`src/rtl/sbp_pkg.sv`:
```
package sbp_pkg;
  typedef enum logic [2:0] {
    ST_IDLE,
    ST_DREQ,
    ST_DWAIT,
    ST_PWAIT,
    ST_RESP
  } sbp_state_e;

  localparam logic TAG_DEMAND = 1'b0;
  localparam logic TAG_PREF   = 1'b1;
endpackage

```
`src/rtl/sbp_stride.sv`:
```
module sbp_stride #(
  parameter int ADDR_W = 16
) (
  input  logic              clk,
  input  logic              rst_n,
  input  logic              obs_i,
  input  logic              mode_i,
  input  logic [ADDR_W-1:0] blk_i,
  output logic [ADDR_W-1:0] step_o
);
  localparam logic [ADDR_W-1:0] UNIT = ADDR_W'(1);

  logic [ADDR_W-1:0] last_q, last_n;
  logic [ADDR_W-1:0] dist_q, dist_n;
  logic              seen_q, seen_n;
  logic              hist_q, hist_n;
  logic [ADDR_W-1:0] cur;
  logic              armed;

  assign cur    = blk_i - last_q;
  assign armed  = seen_q && hist_q && (cur == dist_q) && (cur != '0);
  assign step_o = (mode_i && armed) ? cur : UNIT;

  always_comb begin
    last_n = last_q;
    dist_n = dist_q;
    seen_n = seen_q;
    hist_n = hist_q;
    if (obs_i) begin
      last_n = blk_i;
      dist_n = cur;
      seen_n = 1'b1;
      hist_n = seen_q;
    end
  end

  always_ff @(posedge clk or negedge rst_n) begin
    if (!rst_n) begin
      last_q <= '0;
      dist_q <= '0;
      seen_q <= 1'b0;
      hist_q <= 1'b0;
    end else begin
      last_q <= last_n;
      dist_q <= dist_n;
      seen_q <= seen_n;
      hist_q <= hist_n;
    end
  end

  // an armed observation keeps the recorded distance
  a_r7_armed_keeps_stride: assert property (@(posedge clk) disable iff (!rst_n)
    (obs_i && armed) |=> (dist_q == $past(dist_q)));
endmodule

```
`src/rtl/sbp_buffer.sv`:
```
module sbp_buffer #(
  parameter int ADDR_W = 16,
  parameter int DATA_W = 32
) (
  input  logic              clk,
  input  logic              rst_n,
  input  logic              load_i,
  input  logic [ADDR_W-1:0] load_blk_i,
  input  logic [DATA_W-1:0] load_data_i,
  input  logic              take_i,
  input  logic              flush_i,
  input  logic [ADDR_W-1:0] look_blk_i,
  output logic              hit_o,
  output logic [DATA_W-1:0] data_o
);
  logic              valid_q, valid_n;
  logic [ADDR_W-1:0] blk_q, blk_n;
  logic [DATA_W-1:0] data_q, data_n;

  assign hit_o  = valid_q && (blk_q == look_blk_i);
  assign data_o = data_q;

  always_comb begin
    valid_n = valid_q;
    blk_n   = blk_q;
    data_n  = data_q;
    if (load_i) begin
      valid_n = 1'b1;
      blk_n   = load_blk_i;
      data_n  = load_data_i;
    end
    if (take_i || flush_i) valid_n = 1'b0;
  end

  always_ff @(posedge clk or negedge rst_n) begin
    if (!rst_n) begin
      valid_q <= 1'b0;
      blk_q   <= '0;
      data_q  <= '0;
    end else begin
      valid_q <= valid_n;
      if (load_i) begin
        blk_q  <= blk_n;
        data_q <= data_n;
      end
    end
  end

  // promoting the entry leaves the buffer empty
  a_r4_take_empties: assert property (@(posedge clk) disable iff (!rst_n)
    take_i |=> !valid_q);
  // a restart leaves the buffer empty
  a_r6_flush_empties: assert property (@(posedge clk) disable iff (!rst_n)
    flush_i |=> !valid_q);
endmodule

```
`src/rtl/sbp_port.sv`:
```
module sbp_port #(
  parameter int ADDR_W = 16
) (
  input  logic              d_want_i,
  input  logic [ADDR_W-1:0] d_blk_i,
  input  logic              p_want_i,
  input  logic [ADDR_W-1:0] p_blk_i,
  input  logic              ready_i,
  output logic              valid_o,
  output logic [ADDR_W-1:0] blk_o,
  output logic              tag_o,
  output logic              d_fire_o,
  output logic              p_fire_o
);
  import sbp_pkg::*;

  always_comb begin
    valid_o = d_want_i || p_want_i;
    blk_o   = d_want_i ? d_blk_i : p_blk_i;
    tag_o   = d_want_i ? TAG_DEMAND : TAG_PREF;
    d_fire_o = d_want_i && ready_i;
    p_fire_o = !d_want_i && p_want_i && ready_i;
  end
endmodule

```
`src/rtl/sbp_prefetcher.sv`:
```
module sbp_prefetcher #(
  parameter int ADDR_W = 16,
  parameter int DATA_W = 32
) (
  input  logic              clk,
  input  logic              rst_n,
  input  logic              stride_mode,
  input  logic              miss_valid,
  output logic              miss_ready,
  input  logic [ADDR_W-1:0] miss_blk,
  output logic              fill_valid,
  output logic [ADDR_W-1:0] fill_blk,
  output logic [DATA_W-1:0] fill_data,
  output logic              fill_err,
  output logic              fill_pref,
  output logic              mreq_valid,
  input  logic              mreq_ready,
  output logic [ADDR_W-1:0] mreq_blk,
  output logic              mreq_tag,
  input  logic              mrsp_valid,
  input  logic              mrsp_tag,
  input  logic [DATA_W-1:0] mrsp_data,
  input  logic              mrsp_err
);
  import sbp_pkg::*;

  localparam int SYNC_STAGES = 2;

  // reset: asynchronous assertion, synchronous release
  logic [SYNC_STAGES-1:0] rsync_q;
  logic                   rs_n;

  always_ff @(posedge clk or negedge rst_n) begin
    if (!rst_n) rsync_q <= '0;
    else        rsync_q <= {rsync_q[SYNC_STAGES-2:0], 1'b1};
  end
  assign rs_n = rsync_q[SYNC_STAGES-1];

  sbp_state_e        st_q, st_n;
  logic [ADDR_W-1:0] cur_q, cur_n;
  logic [ADDR_W-1:0] nxt_q, nxt_n;
  logic              pend_q, pend_n;
  logic [ADDR_W-1:0] tgt_q, tgt_n;
  logic              busy_q, busy_n;
  logic [ADDR_W-1:0] pblk_q, pblk_n;
  logic              stale_q, stale_n;
  logic [DATA_W-1:0] fdata_q, fdata_n;
  logic              ferr_q, ferr_n;
  logic              fpref_q, fpref_n;

  logic              acc;
  logic [ADDR_W-1:0] step;
  logic [ADDR_W-1:0] acc_tgt;
  logic              buf_hit;
  logic [DATA_W-1:0] buf_data;
  logic              buf_load, buf_take, buf_flush;
  logic              d_fire, p_fire;
  logic              pref_rsp, dem_rsp, pf_good;

  assign acc      = miss_valid && miss_ready;
  assign acc_tgt  = miss_blk + step;
  assign pref_rsp = mrsp_valid && (mrsp_tag == TAG_PREF);
  assign dem_rsp  = mrsp_valid && (mrsp_tag == TAG_DEMAND);
  assign pf_good  = pref_rsp && !stale_q && !mrsp_err;

  sbp_stride #(.ADDR_W(ADDR_W)) u_stride (
    .clk    (clk),
    .rst_n  (rs_n),
    .obs_i  (acc),
    .mode_i (stride_mode),
    .blk_i  (miss_blk),
    .step_o (step)
  );

  sbp_buffer #(.ADDR_W(ADDR_W), .DATA_W(DATA_W)) u_buf (
    .clk         (clk),
    .rst_n       (rs_n),
    .load_i      (buf_load),
    .load_blk_i  (pblk_q),
    .load_data_i (mrsp_data),
    .take_i      (buf_take),
    .flush_i     (buf_flush),
    .look_blk_i  (miss_blk),
    .hit_o       (buf_hit),
    .data_o      (buf_data)
  );

  sbp_port #(.ADDR_W(ADDR_W)) u_port (
    .d_want_i (st_q == ST_DREQ),
    .d_blk_i  (cur_q),
    .p_want_i (pend_q && !busy_q),
    .p_blk_i  (tgt_q),
    .ready_i  (mreq_ready),
    .valid_o  (mreq_valid),
    .blk_o    (mreq_blk),
    .tag_o    (mreq_tag),
    .d_fire_o (d_fire),
    .p_fire_o (p_fire)
  );

  assign miss_ready = rs_n && (st_q == ST_IDLE);
  assign fill_valid = (st_q == ST_RESP);
  assign fill_blk   = cur_q;
  assign fill_data  = fdata_q;
  assign fill_err   = ferr_q;
  assign fill_pref  = fpref_q;

  always_comb begin
    st_n    = st_q;
    cur_n   = cur_q;
    nxt_n   = nxt_q;
    pend_n  = pend_q;
    tgt_n   = tgt_q;
    busy_n  = busy_q;
    pblk_n  = pblk_q;
    stale_n = stale_q;
    fdata_n = fdata_q;
    ferr_n  = ferr_q;
    fpref_n = fpref_q;
    buf_take  = 1'b0;
    buf_flush = 1'b0;
    buf_load  = pf_good && (st_q != ST_PWAIT) && !acc;

    if (p_fire) begin
      pend_n  = 1'b0;
      busy_n  = 1'b1;
      pblk_n  = tgt_q;
      stale_n = 1'b0;
    end
    if (pref_rsp) begin
      busy_n  = 1'b0;
      stale_n = 1'b0;
    end

    unique case (st_q)
      ST_IDLE: begin
        if (acc) begin
          cur_n = miss_blk;
          if (buf_hit) begin
            buf_take = 1'b1;
            fdata_n  = buf_data;
            ferr_n   = 1'b0;
            fpref_n  = 1'b1;
            st_n     = ST_RESP;
            pend_n   = 1'b1;
            tgt_n    = acc_tgt;
          end else if (pf_good && (pblk_q == miss_blk)) begin
            fdata_n = mrsp_data;
            ferr_n  = 1'b0;
            fpref_n = 1'b1;
            st_n    = ST_RESP;
            pend_n  = 1'b1;
            tgt_n   = acc_tgt;
          end else if ((busy_q && !stale_q && !pref_rsp && (pblk_q == miss_blk)) ||
                       (p_fire && (tgt_q == miss_blk))) begin
            nxt_n = acc_tgt;
            st_n  = ST_PWAIT;
          end else begin
            buf_flush = 1'b1;
            if ((busy_q && !pref_rsp) || p_fire) stale_n = 1'b1;
            st_n   = ST_DREQ;
            pend_n = 1'b1;
            tgt_n  = acc_tgt;
          end
        end
      end
      ST_DREQ: begin
        if (d_fire) st_n = ST_DWAIT;
      end
      ST_DWAIT: begin
        if (dem_rsp) begin
          fdata_n = mrsp_data;
          ferr_n  = mrsp_err;
          fpref_n = 1'b0;
          st_n    = ST_RESP;
        end
      end
      ST_PWAIT: begin
        if (pref_rsp) begin
          pend_n = 1'b1;
          tgt_n  = nxt_q;
          if (mrsp_err) begin
            st_n = ST_DREQ;
          end else begin
            fdata_n = mrsp_data;
            ferr_n  = 1'b0;
            fpref_n = 1'b1;
            st_n    = ST_RESP;
          end
        end
      end
      ST_RESP: st_n = ST_IDLE;
      default: st_n = ST_IDLE;
    endcase
  end

  always_ff @(posedge clk or negedge rs_n) begin
    if (!rs_n) begin
      st_q    <= ST_IDLE;
      cur_q   <= '0;
      nxt_q   <= '0;
      pend_q  <= 1'b0;
      tgt_q   <= '0;
      busy_q  <= 1'b0;
      pblk_q  <= '0;
      stale_q <= 1'b0;
      fdata_q <= '0;
      ferr_q  <= 1'b0;
      fpref_q <= 1'b0;
    end else begin
      st_q    <= st_n;
      cur_q   <= cur_n;
      nxt_q   <= nxt_n;
      pend_q  <= pend_n;
      tgt_q   <= tgt_n;
      busy_q  <= busy_n;
      pblk_q  <= pblk_n;
      stale_q <= stale_n;
      fdata_q <= fdata_n;
      ferr_q  <= ferr_n;
      fpref_q <= fpref_n;
    end
  end

  // nothing is offered to either side during reset
  a_r1_quiet_in_reset: assert property (@(posedge clk)
    !rs_n |-> (!miss_ready && !mreq_valid));
  // a fill pulse lasts one cycle and reopens the miss port
  a_r2_fill_reopens: assert property (@(posedge clk) disable iff (!rs_n)
    fill_valid |=> (miss_ready && !fill_valid));
  // a pending demand keeps prefetches off the port
  a_r3_demand_priority: assert property (@(posedge clk) disable iff (!rs_n)
    (st_q == ST_DREQ) |-> (mreq_valid && mreq_tag == TAG_DEMAND));
  // a stalled demand request holds its block
  a_r3_demand_hold: assert property (@(posedge clk) disable iff (!rs_n)
    (mreq_valid && mreq_tag == TAG_DEMAND && !mreq_ready) |=>
      (mreq_valid && mreq_tag == TAG_DEMAND && $stable(mreq_blk)));
  // a prefetch is only sent when none is outstanding
  a_r10_single_prefetch: assert property (@(posedge clk) disable iff (!rs_n)
    (mreq_valid && mreq_ready && mreq_tag == TAG_PREF) |-> !busy_q);
endmodule

```
`config.mk`:
```
export PLATFORM = sky130hd
export DESIGN_NAME = sbp_prefetcher
export DESIGN_NICKNAME = d
export VERILOG_FILES = /design/src/rtl/sbp_pkg.sv /design/src/rtl/sbp_stride.sv /design/src/rtl/sbp_buffer.sv /design/src/rtl/sbp_port.sv /design/src/rtl/sbp_prefetcher.sv
export SDC_FILE = /design/constraint.sdc
export NUM_CORES = 1
export LEC_CHECK = 0
export BUFFER_PORTS_ARGS = -buffer_cell sky130_fd_sc_hd__buf_2
export CAP_MARGIN = 40
export CORE_ASPECT_RATIO = 1.5
export CORE_MARGIN = 4
export CORE_UTILIZATION = 50
export CTS_CLUSTER_DIAMETER = 150
export CTS_CLUSTER_SIZE = 40
export DETAILED_ROUTE_END_ITERATION = 10
export PLACE_DENSITY = 0.73
export REMOVE_ABC_BUFFERS = 1
export SYNTH_ARGS = -nofsm -noshare
export SYNTH_HDL_FRONTEND = slang
export SYNTH_SLANG_ARGS = --single-unit
```
`constraint.sdc`:
```
create_clock -name clk -period 5.75 [get_ports clk]
set_input_delay 0.8625 -clock clk [delete_from_list [all_inputs] [get_ports clk]]
set_output_delay 0.8625 -clock clk [all_outputs]
set_load 0.02 [all_outputs]
```
==> impl_results.md <==
- Clk buf depth: 2
- Startpoint types: primary input
- Antenna violations before repair: 0
- Post-synthesis sequential area ratio: 0.434
- Worst Slack Setup Final: between 0.15 and 0.2 ns
- Slew Viols, Final: 0
- Starting DRT DRC Count: ~490
- Post-placement setup slack: -0.601 ns
- Post-Route Skew: about 0.010 ns
- Asr flop ratio synth: 1.00
- Synth Cell Area: around 11000 µm²
- Count of final hold-check violations: 0
- Min-delay worst type: in2async
- Clock sink count: 189
- Register bit count reported by yosys: roughly 190
- Area of the die: ~24000 µm²
- RSZ-0062 raised after global routing: true
- Die Y: about 190 µm
- Post-Route WL: between 30 and 40 mm
- Post-synthesis cell type count: between 70 and 80
- Setup TNS: 0 ns
- Core Rows: between 60 and 70
- Grt met1 use: 0.283
- Max-Cap Viols: 0
- WS Path Type: in2reg
- First-pass GRT wire length: between 40 and 50 mm
- Met2 Resource Use GR: 0.478
- Critical Path End Type: register
- Largest net degree at the start of global routing: 65
- Die W: 129 µm
- Worst slew pin tran: 0.850 ns
- GRT Util Overall: 0.262
- Outcome: completed
- Final nets: between 1000 and 1500
- Dpl hpwl: roughly 24 mm
- Total Power: 7.45 mW
- CTS Buf Count: 17
- Initial Util: 0.514
- Final setup viols: 0
- Ys flop type: dfrtp_1
- Lkg Pwr: roughly 6.4 nW
- Mean Syn Cell Area: between 9 and 10 µm²
- Skew-Pair Late Insertion Delay: between 0.4 and 0.5 ns
- Remaining DRCs: 0
- Final Cycle Share: 0.973
- Count of non-filler cells in the finished layout: approximately 1600
- Crit Path Max Fanout: 8
- TritonCTS clock tree: done
- Overflow after GRT: 0
- PortBufs: ~130
- Routed via count: ~9400
- Clock transition at the registers of the reported paths: ~0.070 ns
- Met3 Use GR: 0.0370
- 1st-pass router iterations: 5
- Detail Route Antenna Nets: 0
- Root Driver: clkbuf_16
- Slowest-stage cell, CP: fa_2
- Share of layout cells above drive strength 1: 0.336
- Placed Cells incl. Taps: ~1600
- Fmax: 179 MHz
- Routed wire per std cell: around 19 µm
- Antenna diode count: 0
- Busiest grt layer: met2
- Fin crit period: 5.60 ns
- Mapped Cells: approximately 1100
- Vias per cell: 5.77
- Yosys warns: 0
- Critical Path RT: approximately 6.1 ns
- Max incr delay on CP: ~0.56 ns
- Peak VDD IR: approximately 0.25 mV
- Pwr/cell area: ~550 nW/µm²
- Core area: about 21000 µm²
- Vias in the first global route: around 9500
- IO Count: 126
- Syn-to-layout area delta: 24.5%
- Max_slew headroom: 0.426
- Most used cell, CP: buf_4
- Crit path DAT: about 6.0 ns
- EDFF count, synth: 0
- GP Congestion: between 0.9 and 1
- CTS H-tree lvls: 4
[through the flow]
step	cell area [µm²]	hold slack (ns)	util
global placement	12700	0.320	0.597
CTS	13400	0.177	0.630
detailed placement	12800	0.331	0.601
floorplan	10700	0.331	-
global route	13600	0.172	0.639
finish	13600	0.188	0.639
[synth_stat cells, drive strengths merged (12+ instances only)]
cell type	count	area share
dfrtp	189	0.43
nand2	158	0.054
mux2	93	0.096
o21ai	93	0.043
nor2	57	0.020
clkbuf	49	0.017
xor2	49	0.039
a21oi	39	0.018
mux2i	36	0.033
inv	34	0.012
ha	30	0.034
xnor2	29	0.023
nand3	24	0.011
a31oi	15	0.0086
a21o	14	0.0096
nor4	13	0.0075
and3	12	0.0073
[area by class of cell]
cell class / instances / area (µm²)
Fill cell: 1713 / 7650
Inverter: 34 / 130
Tap cell: 268 / 335
Clock buffer: 18 / 439
Clock inverter: 14 / 153
Multi-Input combinational cell: 830 / 5990
Sequential cell: 189 / 4730
Timing Repair Buffer: 271 / 1800
[power by group]
part           total (mW)  switching, mW  internal [mW]
Combinational        3.89           2.14           1.75
Clock                1.19          0.564          0.627
Sequential           2.37          0.463           1.90
Total                7.45           3.17           4.28
[cell families after synthesis]
family | count (synthesis) | share of synthesized area
simple gates | 359 | 0.160
other cells | 1 | 0.000344
fa+ha+maj | 32 | 0.0381
flops | 189 | 0.434
compound gates | 225 | 0.131
xor+xnor | 84 | 0.0750
buf+inv | 94 | 0.0332
mux | 129 | 0.129
[layout by cell type (no fill, tap or decap), types with 17 or more instances in the layout]
cell / count
nor2_1: 48
o21ai_0: 88
xnor2_1: 27
clkbuf_16: 17
xor2_1: 49
mux2i_1: 36
a21oi_1: 32
mux2_2: 92
dfrtp_1: 188
buf_2: 124
nand2_1: 157
inv_1: 32
ha_1: 27
nand3_1: 24
buf_4: 141
[worst max-delay path: cells and delay by family]
| kind | cells | cell delay, ns |
|---|---|---|
| and+or+nand+nor | 10 | 2.28 |
| AOI/OAI and AO/OA | 6 | 0.98 |
| adders and majority gates | 3 | 0.92 |
| buffers and inverters | 7 | 0.82 |
| xor gates and xnor gates | 1 | 0.10 |
[final timing paths]
kind	startpoint	endpoint	slack, ns	cells past startpoint
worst max register to register	u_stride.last_q[0]$_DFFE_PN0P_	tgt_q[15]$_DFFE_PN0P_	0.25	25
worst min-delay path	rst_n	rsync_q[1]$_DFF_PN0_	0.19	1
worst max-delay path	miss_blk[0]	tgt_q[15]$_DFFE_PN0P_	0.15	27
min in group clk	rsync_q[0]$_DFF_PN0_	rsync_q[1]$_DFF_PN0_	0.36	0
max in group asynchronous	rsync_q[1]$_DFF_PN0_	u_buf.data_o[6]$_DFFE_PN0P_	3.70	4
worst min register to register	rsync_q[1]$_DFF_PN0_	u_stride.hist_q$_DFFE_PN0P_	0.30	0
[flip-flops by register name, summed over array words and instances, names as in the netlist, 2 cells and up]
register / cells
fill_blk: 16
pblk_q: 16
u_buf.blk_q: 16
nxt_q: 16
u_stride.last_q: 16
st_q: 3
fill_data: 32
tgt_q: 16
u_stride.dist_q: 16
u_buf.data_o: 32
rsync_q: 2
[per-layer routing]
metal  wire (µm)  vias to the layer above  share of wire
met2       16900                      278           0.54
met3        1260                      106          0.040
met5           0                        -              0
met4        1850                        0          0.059
met1       11500                     4579           0.37
li1            -                     4413              -
[what timing repair did]
item | CTS | global route
pin swaps | 9 | 34
hold buffers | 0 | 0
setup endpoints to repair | 8 | 21
gates resized for setup | 8 | 35
setup buffers | 0 | 9
No activity file was read; power rests on OpenSTA's default activity.
